**src/rtl/qscan_pkg.sv**
```systemverilog
package qscan_pkg;

    typedef enum logic [1:0] {
        SQ_IDLE  = 2'd0,
        SQ_CONV  = 2'd1,
        SQ_PAUSE = 2'd2
    } sq_state_e;

    typedef struct packed {
        logic pause;
        logic done;
        logic ovr;
    } sq_flags_t;

    // exponent of the selected interval, held at the upper limit
    function automatic int unsigned ivl_exp(input int unsigned min_e,
                                            input int unsigned max_e,
                                            input int unsigned sel);
        int unsigned e;
        e = min_e + sel;
        if (e > max_e) e = max_e;
        return e;
    endfunction

endpackage

```
**src/rtl/qscan_presc.sv**
```systemverilog
module qscan_presc #(
    parameter int PRESC_W = 8
) (
    input  logic               clk,
    input  logic               rst,
    input  logic               en,
    input  logic [PRESC_W-1:0] div,
    output logic               tick
);
    logic [PRESC_W-1:0] cnt;

    assign tick = en && (cnt >= div);

    always_ff @(posedge clk) begin
        if (rst || !en)  cnt <= '0;
        else if (tick)   cnt <= '0;
        else             cnt <= cnt + 1'b1;
    end


    tick_gap_chk: assert property (@(posedge clk) disable iff (rst)
        tick |=> (!tick || div == '0));

endmodule

```
**src/rtl/qscan_timer.sv**
```systemverilog
module qscan_timer
    import qscan_pkg::*;
#(
    parameter int MIN_EXP = 7,
    parameter int MAX_EXP = 17,
    parameter int SEL_W   = 4
) (
    input  logic             clk,
    input  logic             rst,
    input  logic             en,
    input  logic             tick,
    input  logic [SEL_W-1:0] sel,
    output logic             trig
);
    localparam int CNT_W = MAX_EXP;

    logic [CNT_W-1:0] cnt;
    logic [CNT_W-1:0] term;
    logic [SEL_W-1:0] sel_q;
    int unsigned      exp_now;

    always_comb begin
        exp_now = ivl_exp(MIN_EXP, MAX_EXP, int'(sel));
        term    = {CNT_W{1'b1}} >> (MAX_EXP - exp_now);
    end

    always_ff @(posedge clk) begin
        if (rst) begin
            cnt   <= '0;
            sel_q <= '0;
            trig  <= 1'b0;
        end else begin
            sel_q <= sel;
            trig  <= 1'b0;
            if (!en || sel != sel_q) begin
                cnt <= '0;
            end else if (tick) begin
                if (cnt >= term) begin
                    cnt  <= '0;
                    trig <= 1'b1;
                end else begin
                    cnt <= cnt + 1'b1;
                end
            end
        end
    end

    initial begin
        min_exp_ok_chk: assert (MIN_EXP >= 1 && MAX_EXP >= MIN_EXP);
    end


    trig_after_tick_chk: assert property (@(posedge clk) disable iff (rst)
        trig |-> $past(tick));


    trig_single_chk: assert property (@(posedge clk) disable iff (rst)
        trig |=> !trig);

endmodule

```
**src/rtl/qscan_seq.sv**
```systemverilog
module qscan_seq
    import qscan_pkg::*;
#(
    parameter int NCMD  = 16,
    parameter int IDX_W = 4
) (
    input  logic             clk,
    input  logic             rst,
    input  logic             en,
    input  logic             trig,
    input  logic [NCMD-1:0]  pause_bits,
    input  logic [IDX_W-1:0] end_idx,
    input  logic             conv_done,
    input  logic             clr_pause,
    input  logic             clr_done,
    input  logic             clr_ovr,
    output logic [IDX_W-1:0] idx,
    output logic             conv_req,
    output sq_flags_t        flags
);
    sq_state_e state;
    sq_flags_t set_f;
    logic      at_end;
    logic      busy_done;

    assign conv_req  = (state == SQ_CONV);
    assign at_end    = (idx == end_idx);
    assign busy_done = en && conv_req && conv_done;

    always_comb begin
        set_f.done  = busy_done && at_end;
        set_f.pause = busy_done && !at_end && pause_bits[idx];
        set_f.ovr   = en && conv_req && trig;
    end

    always_ff @(posedge clk) begin
        if (rst) begin
            state <= SQ_IDLE;
            idx   <= '0;
            flags <= '0;
        end else begin
            flags.pause <= set_f.pause | (flags.pause & ~clr_pause);
            flags.done  <= set_f.done  | (flags.done  & ~clr_done);
            flags.ovr   <= set_f.ovr   | (flags.ovr   & ~clr_ovr);
            if (!en) begin
                state <= SQ_IDLE;
                idx   <= '0;
            end else begin
                case (state)
                    SQ_IDLE: if (trig) begin
                        state <= SQ_CONV;
                        idx   <= '0;
                    end
                    SQ_PAUSE: if (trig) begin
                        state <= SQ_CONV;
                        idx   <= idx + 1'b1;
                    end
                    SQ_CONV: if (conv_done) begin
                        if (at_end) begin
                            state <= SQ_IDLE;
                            idx   <= '0;
                        end else if (pause_bits[idx]) begin
                            state <= SQ_PAUSE;
                        end else begin
                            idx <= idx + 1'b1;
                        end
                    end
                    default: state <= SQ_IDLE;
                endcase
            end
        end
    end


    restart_chk: assert property (@(posedge clk) disable iff (rst)
        (state == SQ_IDLE && en && trig) |=> (conv_req && idx == '0));


    idx_hold_chk: assert property (@(posedge clk) disable iff (rst)
        (conv_req && !conv_done && en) |=> $stable(idx));


    done_at_end_chk: assert property (@(posedge clk) disable iff (rst)
        $rose(flags.done) |-> ($past(idx) == $past(end_idx) && idx == '0));


    ovr_cause_chk: assert property (@(posedge clk) disable iff (rst)
        $rose(flags.ovr) |-> $past(conv_req && trig));


    disabled_quiet_chk: assert property (@(posedge clk) disable iff (rst)
        !en |=> (!conv_req && idx == '0));

endmodule

```
**src/rtl/qscan_ctrl.sv**
```systemverilog
module qscan_ctrl
    import qscan_pkg::*;
#(
    parameter int PRESC_W  = 8,
    parameter int NUM_CMDS = 16,
    parameter int SEL_W    = 4,
    parameter int MIN_EXP  = 7,
    parameter int MAX_EXP  = 17,
    localparam int IDX_W   = $clog2(NUM_CMDS)
) (
    input  logic                clk,
    input  logic                rst,
    input  logic                scan_en,
    input  logic [PRESC_W-1:0]  presc_val,
    input  logic [SEL_W-1:0]    ivl_sel,
    input  logic [NUM_CMDS-1:0] pause_bits,
    input  logic [IDX_W-1:0]    end_idx,
    input  logic                conv_done,
    input  logic                clr_pause,
    input  logic                clr_done,
    input  logic                clr_ovr,
    output logic [IDX_W-1:0]    cmd_idx,
    output logic                conv_req,
    output logic                trig_o,
    output logic                pause_flag,
    output logic                done_flag,
    output logic                ovr_flag
);
    logic      qtick;
    sq_flags_t flags;

    qscan_presc #(.PRESC_W(PRESC_W)) presc_i (
        .clk  (clk),
        .rst  (rst),
        .en   (scan_en),
        .div  (presc_val),
        .tick (qtick)
    );

    qscan_timer #(.MIN_EXP(MIN_EXP), .MAX_EXP(MAX_EXP), .SEL_W(SEL_W)) timer_i (
        .clk  (clk),
        .rst  (rst),
        .en   (scan_en),
        .tick (qtick),
        .sel  (ivl_sel),
        .trig (trig_o)
    );

    qscan_seq #(.NCMD(NUM_CMDS), .IDX_W(IDX_W)) seq_i (
        .clk        (clk),
        .rst        (rst),
        .en         (scan_en),
        .trig       (trig_o),
        .pause_bits (pause_bits),
        .end_idx    (end_idx),
        .conv_done  (conv_done),
        .clr_pause  (clr_pause),
        .clr_done   (clr_done),
        .clr_ovr    (clr_ovr),
        .idx        (cmd_idx),
        .conv_req   (conv_req),
        .flags      (flags)
    );

    assign pause_flag = flags.pause;
    assign done_flag  = flags.done;
    assign ovr_flag   = flags.ovr;

endmodule

```
**config.mk**
```make
export PLATFORM = sky130hd
export DESIGN_NAME = qscan_ctrl
export DESIGN_NICKNAME = d
export VERILOG_FILES = /design/src/rtl/qscan_pkg.sv /design/src/rtl/qscan_presc.sv /design/src/rtl/qscan_timer.sv /design/src/rtl/qscan_seq.sv /design/src/rtl/qscan_ctrl.sv
export SDC_FILE = /design/constraint.sdc
export NUM_CORES = 1
export LEC_CHECK = 0
export ABC_AREA = 1
export BUFFER_PORTS_ARGS = -buffer_cell sky130_fd_sc_hd__buf_2
export CELL_PAD_IN_SITES_DETAIL_PLACEMENT = 1
export CELL_PAD_IN_SITES_GLOBAL_PLACEMENT = 2
export CORE_ASPECT_RATIO = 0.75
export CORE_MARGIN = 5
export CORE_UTILIZATION = 33
export DETAILED_ROUTE_END_ITERATION = 10
export GPL_ROUTABILITY_DRIVEN = 0
export HOLD_SLACK_MARGIN = 0.05
export PLACE_DENSITY = 0.87
export SETUP_SLACK_MARGIN = 0.15
export SKIP_LAST_GASP = 1
export SYNTH_ARGS = -nofsm -noshare
export SYNTH_HDL_FRONTEND = slang
export SYNTH_SLANG_ARGS = --single-unit
```
**constraint.sdc**
```tcl
create_clock -name clk -period 7.05 [get_ports clk]
set_clock_uncertainty 0.15 [all_clocks]
set_input_delay 1.41 -clock clk [delete_from_list [all_inputs] [get_ports clk]]
set_output_delay 1.41 -clock clk [all_outputs]
set_load 0.05 [all_outputs]
```
# After elaboration in Yosys (flattened, before gate mapping)
# Cells that the tools add are included.
[word_totals] regBits=39
[op_classes] add_sub_neg=5 n_lt_le_gt_ge=4 n_eq_ne=10 shifts=1 n_mux=16 n_bitwise=11 n_reduce_logical=20
[ops] operator="32-bit by 5-bit > comparator with 1-bit output (second input constant)" n=1
[ops] operator="32-bit 2-to-1 mux" n=1
[ops] operator="17-bit by 32-bit >> shifter with 17-bit output (first input constant)" n=1
[ops] operator="5-bit by 32-bit subtractor with 32-bit output (first input constant)" n=1
[ops] operator="4-bit 2-to-1 mux" n=5
[ops] operator="17-bit by 1-bit adder with 17-bit output (second input constant)" n=1
[ops] operator="17-bit greater-or-equal comparator" n=1
[ops] operator="17-bit 2-to-1 mux" n=1
[ops] operator="4-bit one-hot mux with 3 select lines" n=1
[ops] operator="8-bit by 1-bit adder with 8-bit output (second input constant)" n=1
[ops] operator="8-bit greater-or-equal comparator" n=1
[ops] operator="2-bit 2-to-1 mux" n=4
[ops] operator="2-bit OR reduction" n=4
[ops] operator="1-bit logical AND" n=7
[ops] operator="2-bit inequality test (second input constant)" n=3
[ops] operator="3-bit inequality test (second input constant)" n=2
[ops] operator="3-bit by 4-bit adder with 5-bit output (first input constant)" n=1
[ops] operator="4-bit by 5-bit less-than comparator with 1-bit output (second input constant)" n=1
[ops] operator="1-bit NOT" n=5
[ops] operator="5-bit AND reduction" n=1
[ops] operator="4-bit by 1-bit adder with 4-bit output (second input constant)" n=1
[ops] operator="1-bit binary-select mux with 4-bit select" n=1
[ops] operator="4-bit equality test" n=1
[ops] operator="4-bit inequality test" n=1
[ops] operator="other kinds (13)" n=20

# Depth between registers and ports, before layout
[logic_depth] ltp_word=7 ltp_mapped=31 mapped_depth_nobuf=30

# Cells and area by module
# A second synthesis with hierarchy kept.
[unflattened] cells_unflattened=520 area_unflattened_um2=3470.8
[modules_own_cells] module="qscan_timer" instances=1 cells_each=293 area_each_um2=1976.9 seq_area_each_um2=440.4
[modules_own_cells] module="qscan_seq" instances=1 cells_each=151 area_each_um2=927.1 seq_area_each_um2=180.2
[modules_own_cells] module="qscan_presc" instances=1 cells_each=76 area_each_um2=566.8 seq_area_each_um2=160.2

# Worst setup path after synthesis
# OpenSTA, ideal clock, no wires.
[synth_timing] path_kind="input to register" startpoint="in ivl_sel[1]" endpoint="reg timer_i.cnt[6]" setup_time_ns=0.065 t_arrival_ns=4.420 required_ns=6.835 path_slack_ns=2.416 stages=30 cell_sequence="inv_1 > ha_1 > xnor2_1 > inv_1 > o21ai_1 > inv_1 > nor2_1 > inv_1 > ha_1 > or2_1 > nand2_1 > inv_2 > nand2_4 > inv_2 > nand2_1 > nand2_1 > nand3_1 > ha_1 > nand2_1 > inv_1 > nand2_1 > nand2_1 > nand2_1 > nand2_1 > nand2_1 > nand4_1 > nand2_4 > buf_6 > nand3_1 > nor2_1"
[synth_via] elab_chain_cells=7 word_cells_on_any_way=10 cone_classes="add/sub: 2; order compare: 2; eq/ne: 1; shift: 1; mux: 2; reduce/logical: 2"
[synth_rtl] item="from (decl)" line_no="qscan_ctrl.sv:15" rtl="input logic [SEL_W-1:0] ivl_sel,"
[synth_rtl] item="3-bit by 4-bit adder with 5-bit output" line_no="qscan_pkg.sv:20" rtl="e = min_e + sel;"
[synth_rtl] item="32-bit by 5-bit > comparator with 1-bit output" line_no="qscan_pkg.sv:21" rtl="if (e > max_e) e = max_e;"
[synth_rtl] item="32-bit 2-to-1 mux" line_no="qscan_pkg.sv:21"
[synth_rtl] item="5-bit by 32-bit subtractor with 32-bit output" line_no="qscan_timer.sv:24" rtl="term = {CNT_W{1'b1}} >> (MAX_EXP - exp_now);"
[synth_rtl] item="17-bit by 32-bit >> shifter with 17-bit output" line_no="qscan_timer.sv:24"
[synth_rtl] item="17-bit greater-or-equal comparator" line_no="qscan_timer.sv:38" rtl="if (cnt >= term) begin"
[synth_rtl] item="17-bit 2-to-1 mux" line_no="qscan_timer.sv:38"
[synth_rtl] item="to (signal assigned)" line_no="qscan_timer.sv:42" rtl="cnt <= cnt + 1'b1;"
[synth_rtl] item="to (decl)" line_no="qscan_timer.sv:17" rtl="logic [CNT_W-1:0] cnt;"
# Parallel ways exist; a longest one is shown, timed or not.
# A chain may end at the register's enable or synchronous reset.

# Worst setup path after layout
[layout_timing] startpoint="in ivl_sel[1]" endpoint="reg timer_i.cnt[0]"
# Same word-level chain as after synthesis.

==> results_dict.tcl <==
set metrics [dict create \
    status "finished, final reports clean" \
    instances_no_fill 741 \
    min_from "seq_i.flags[0]$_SDFF_PP0_" \
    grt_use_met1_pct 22.17 \
    ctsHoldBuffers 0 \
    synth_edf_count 0 \
    synth.distinct_cells 37 \
    async_flop_share_pct 0 \
    setup_tns_ns 0 \
    synth.avg_cell_area_um2 6.171 \
    via_per_inst 4.804 \
    drv_cap 0 \
    synth_area_um2 3456 \
    post-route-period-util_pct 73.11 \
    yosys_warnings 0 \
    grt_max_degree 20 \
    fp.dieW_um 128.2 \
    setup_viol 0 \
    syn_to_final_growth_pct 14.23 \
    required_ns 7.08 \
    busiest_layer "met2" \
    grt_overflow_total 0 \
    maxSlewViolCount 0 \
    slew_headroom_pct 30.35 \
    max-vdd-ir-drop_mv 0.07806 \
    rrSetupSlack_ns 4.52 \
    cellPowerDensity_nw_per_um2 151.2 \
    via_count 3560 \
    routed_wl_um 9604 \
    io_buffers 47 \
    io_pins 48 \
    final_cell_mix "nand2_1, inv_1, nor2_1, nand3_1, buf_2" \
    holdPathStages 2 \
    antenna_found_initial 0 \
    grt_pass1_vias 3594 \
    cts_made_buffers 5 \
    min_to "seq_i.flags[0]$_SDFF_PP0_" \
    yosys_most_used_dff "dfxtp_1" \
    final_layout_size_suffix_gt1_share_pct 12.73 \
    multi_input_area_um2 2205 \
    die_h_um 98.63 \
    core_area_um2 10250 \
    final_common_cell "nand2_1" \
    placed_area_um2 3804 \
    r2r-start "presc_i.cnt[5]$_SDFF_PP0_" \
    grt_pass1_wl_um 16540 \
    crit_type "input pin to register" \
    ys_seq_elements 39 \
    drt-initial-drc-count 138 \
    die-area_um2 12640 \
    cts_tree "yes" \
    synth_nets 636 \
    fillers 1398 \
    grt_usage_pct 15.64 \
    rr_endpoint "timer_i.cnt[0]$_SDFFE_PP0P_" \
    cp-start-kind "input pin" \
    fp-row-count 32 \
    fmax_ghz 0.1940 \
    worstSetupEndpointType "register" \
    worst_pin_slew_ns 1.037 \
    num_antenna_cells 0 \
    post-cts-setup-buffers 0 \
    ys_seq_area_share_pct 22.59 \
    htree_num_levels 2 \
    drc 0 \
    cts_buffer_depth 2 \
    critPathMaxFanout 15 \
    grt_setup_unrepaired "false" \
    cts-root-buf "clkbuf_16" \
    period_needed_ns 5.154 \
    syn_inst 560 \
    holdWs_ns 0.3182 \
    dpl.cell_count 734 \
    use_met2_pct 25.26 \
    drtAntennaViolNets 0 \
    regArea_um2 780.7 \
    start_util_pct 33.72 \
    met3_usage_pct 2.871 \
    crit_arrival_ns 5.19 \
    clock_latency_ns 0.29 \
    hp-class "register to register" \
    critical_path.startpoint "ivl_sel[1]" \
    wire_per_inst_um 12.96 \
    nets 681 \
    cts_sinks 39 \
    ff2ff_path_depth 9 \
    post_cts_resized 0 \
    design_area_um2 3948 \
    p_leak_uw 0.002061 \
    dr.pass1.iters 4 \
    hold_viol 0 \
    dp_hpwl_um 7934 \
    path_clk_slew_ns 0.06 \
]
==> critical path, cell delays in order <==
cell     delay, ns
buf_2         0.12
inv_1         0.12
ha_1          0.28
xnor2_1       0.17
inv_1         0.08
o21ai_1       0.18
inv_1         0.06
nor2_1        0.12
inv_1         0.12
ha_1          0.35
inv_1         0.13
nand3_1       0.15
nor2_1        0.29
nand3_1       0.12
ha_1          0.38
nand2_1       0.08
nor2_1        0.17
nand2_1       0.13
nor2_1        0.12
nand2_1       0.07
nand4_1       0.16
nand2_4       0.17
nand2_1       0.14
nor2_1        0.06
==> Yosys cell counts, drive strengths merged, types with 6 or more instances <==
library cell | count | area (µm²)
nor3 | 8 | 40.04
a21oi | 20 | 122.6
buf | 6 | 45.04
nand3 | 58 | 300.3
dfxtp | 39 | 780.8
ha | 37 | 462.9
inv | 110 | 412.9
o21ai | 7 | 46.29
nand2 | 158 | 615.6
nor2 | 75 | 300.3
nand4 | 16 | 100.1
xor2 | 8 | 88.84
==> flip-flops by register name, summed over array words and instances, names as in the netlist <==
register	cells
timer_i.cnt	17
presc_i.cnt	8
seq_i.idx	4
timer_i.sel_q	4
seq_i.flags	3
seq_i.state	2
timer_i.trig	1
==> how the worst max path moves through the flow <==
stage | slack, ns | end
final | 1.90 | timer_i.cnt[0]$_SDFFE_PP0P_
after detailed placement | 1.66 | timer_i.cnt[0]$_SDFFE_PP0P_
after CTS | 1.92 | timer_i.cnt[0]$_SDFFE_PP0P_
after global placement | 1.81 | timer_i.cnt[16]$_SDFFE_PP0P_
after floorplan | 2.42 | timer_i.cnt[6]$_SDFFE_PP0P_
after global routing | 1.46 | timer_i.cnt[0]$_SDFFE_PP0P_
==> metrics by stage <==
step | setup slack [ns] | power [µW] | utilization [%]
6_report | 1.896 | 596.7 | 38.51
3_3_place_gp | 1.807 | 370.4 | 37.11
2_1_floorplan | 2.416 | 335.4 | -
5_1_grt | 1.458 | 636.0 | 38.51
4_1_cts | 1.921 | 605.8 | 38.51
3_5_place_dp | 1.656 | 375.7 | 37.11
==> per-layer routing <==
| layer | share of wire [%] | routed length (µm) |
|---|---|---|
| met2 | 44 | 4210 |
| met4 | 0.61 | 59 |
| met5 | 0 | 0 |
| met3 | 3.9 | 377 |
| met1 | 52 | 4958 |
==> kinds of logic after synthesis <==
family | after synthesis | synth area share [%]
simple gates | 320 | 40.66
buf+inv | 119 | 13.61
flops | 39 | 22.59
fa+ha+maj | 37 | 13.40
compound gates | 35 | 6.662
xor+xnor | 10 | 3.078
==> report_power, final <==
| group | switching (µW) | internal (µW) |
|---|---|---|
| clock | 88.7 | 138 |
| sequential | 1.13 | 222 |
| combinational | 94.4 | 52.2 |
==> area by class of cell <==
type                       instances  area share [%]
clock buffer                       6           3.518
clock inverter                     1          0.1268
inverter                         110           10.46
multi-input combinational        402           55.85
sequential                        39           19.78
tap                              136           4.311
timing repair buffer              47           5.959
(Power assumes the default switching activity.)
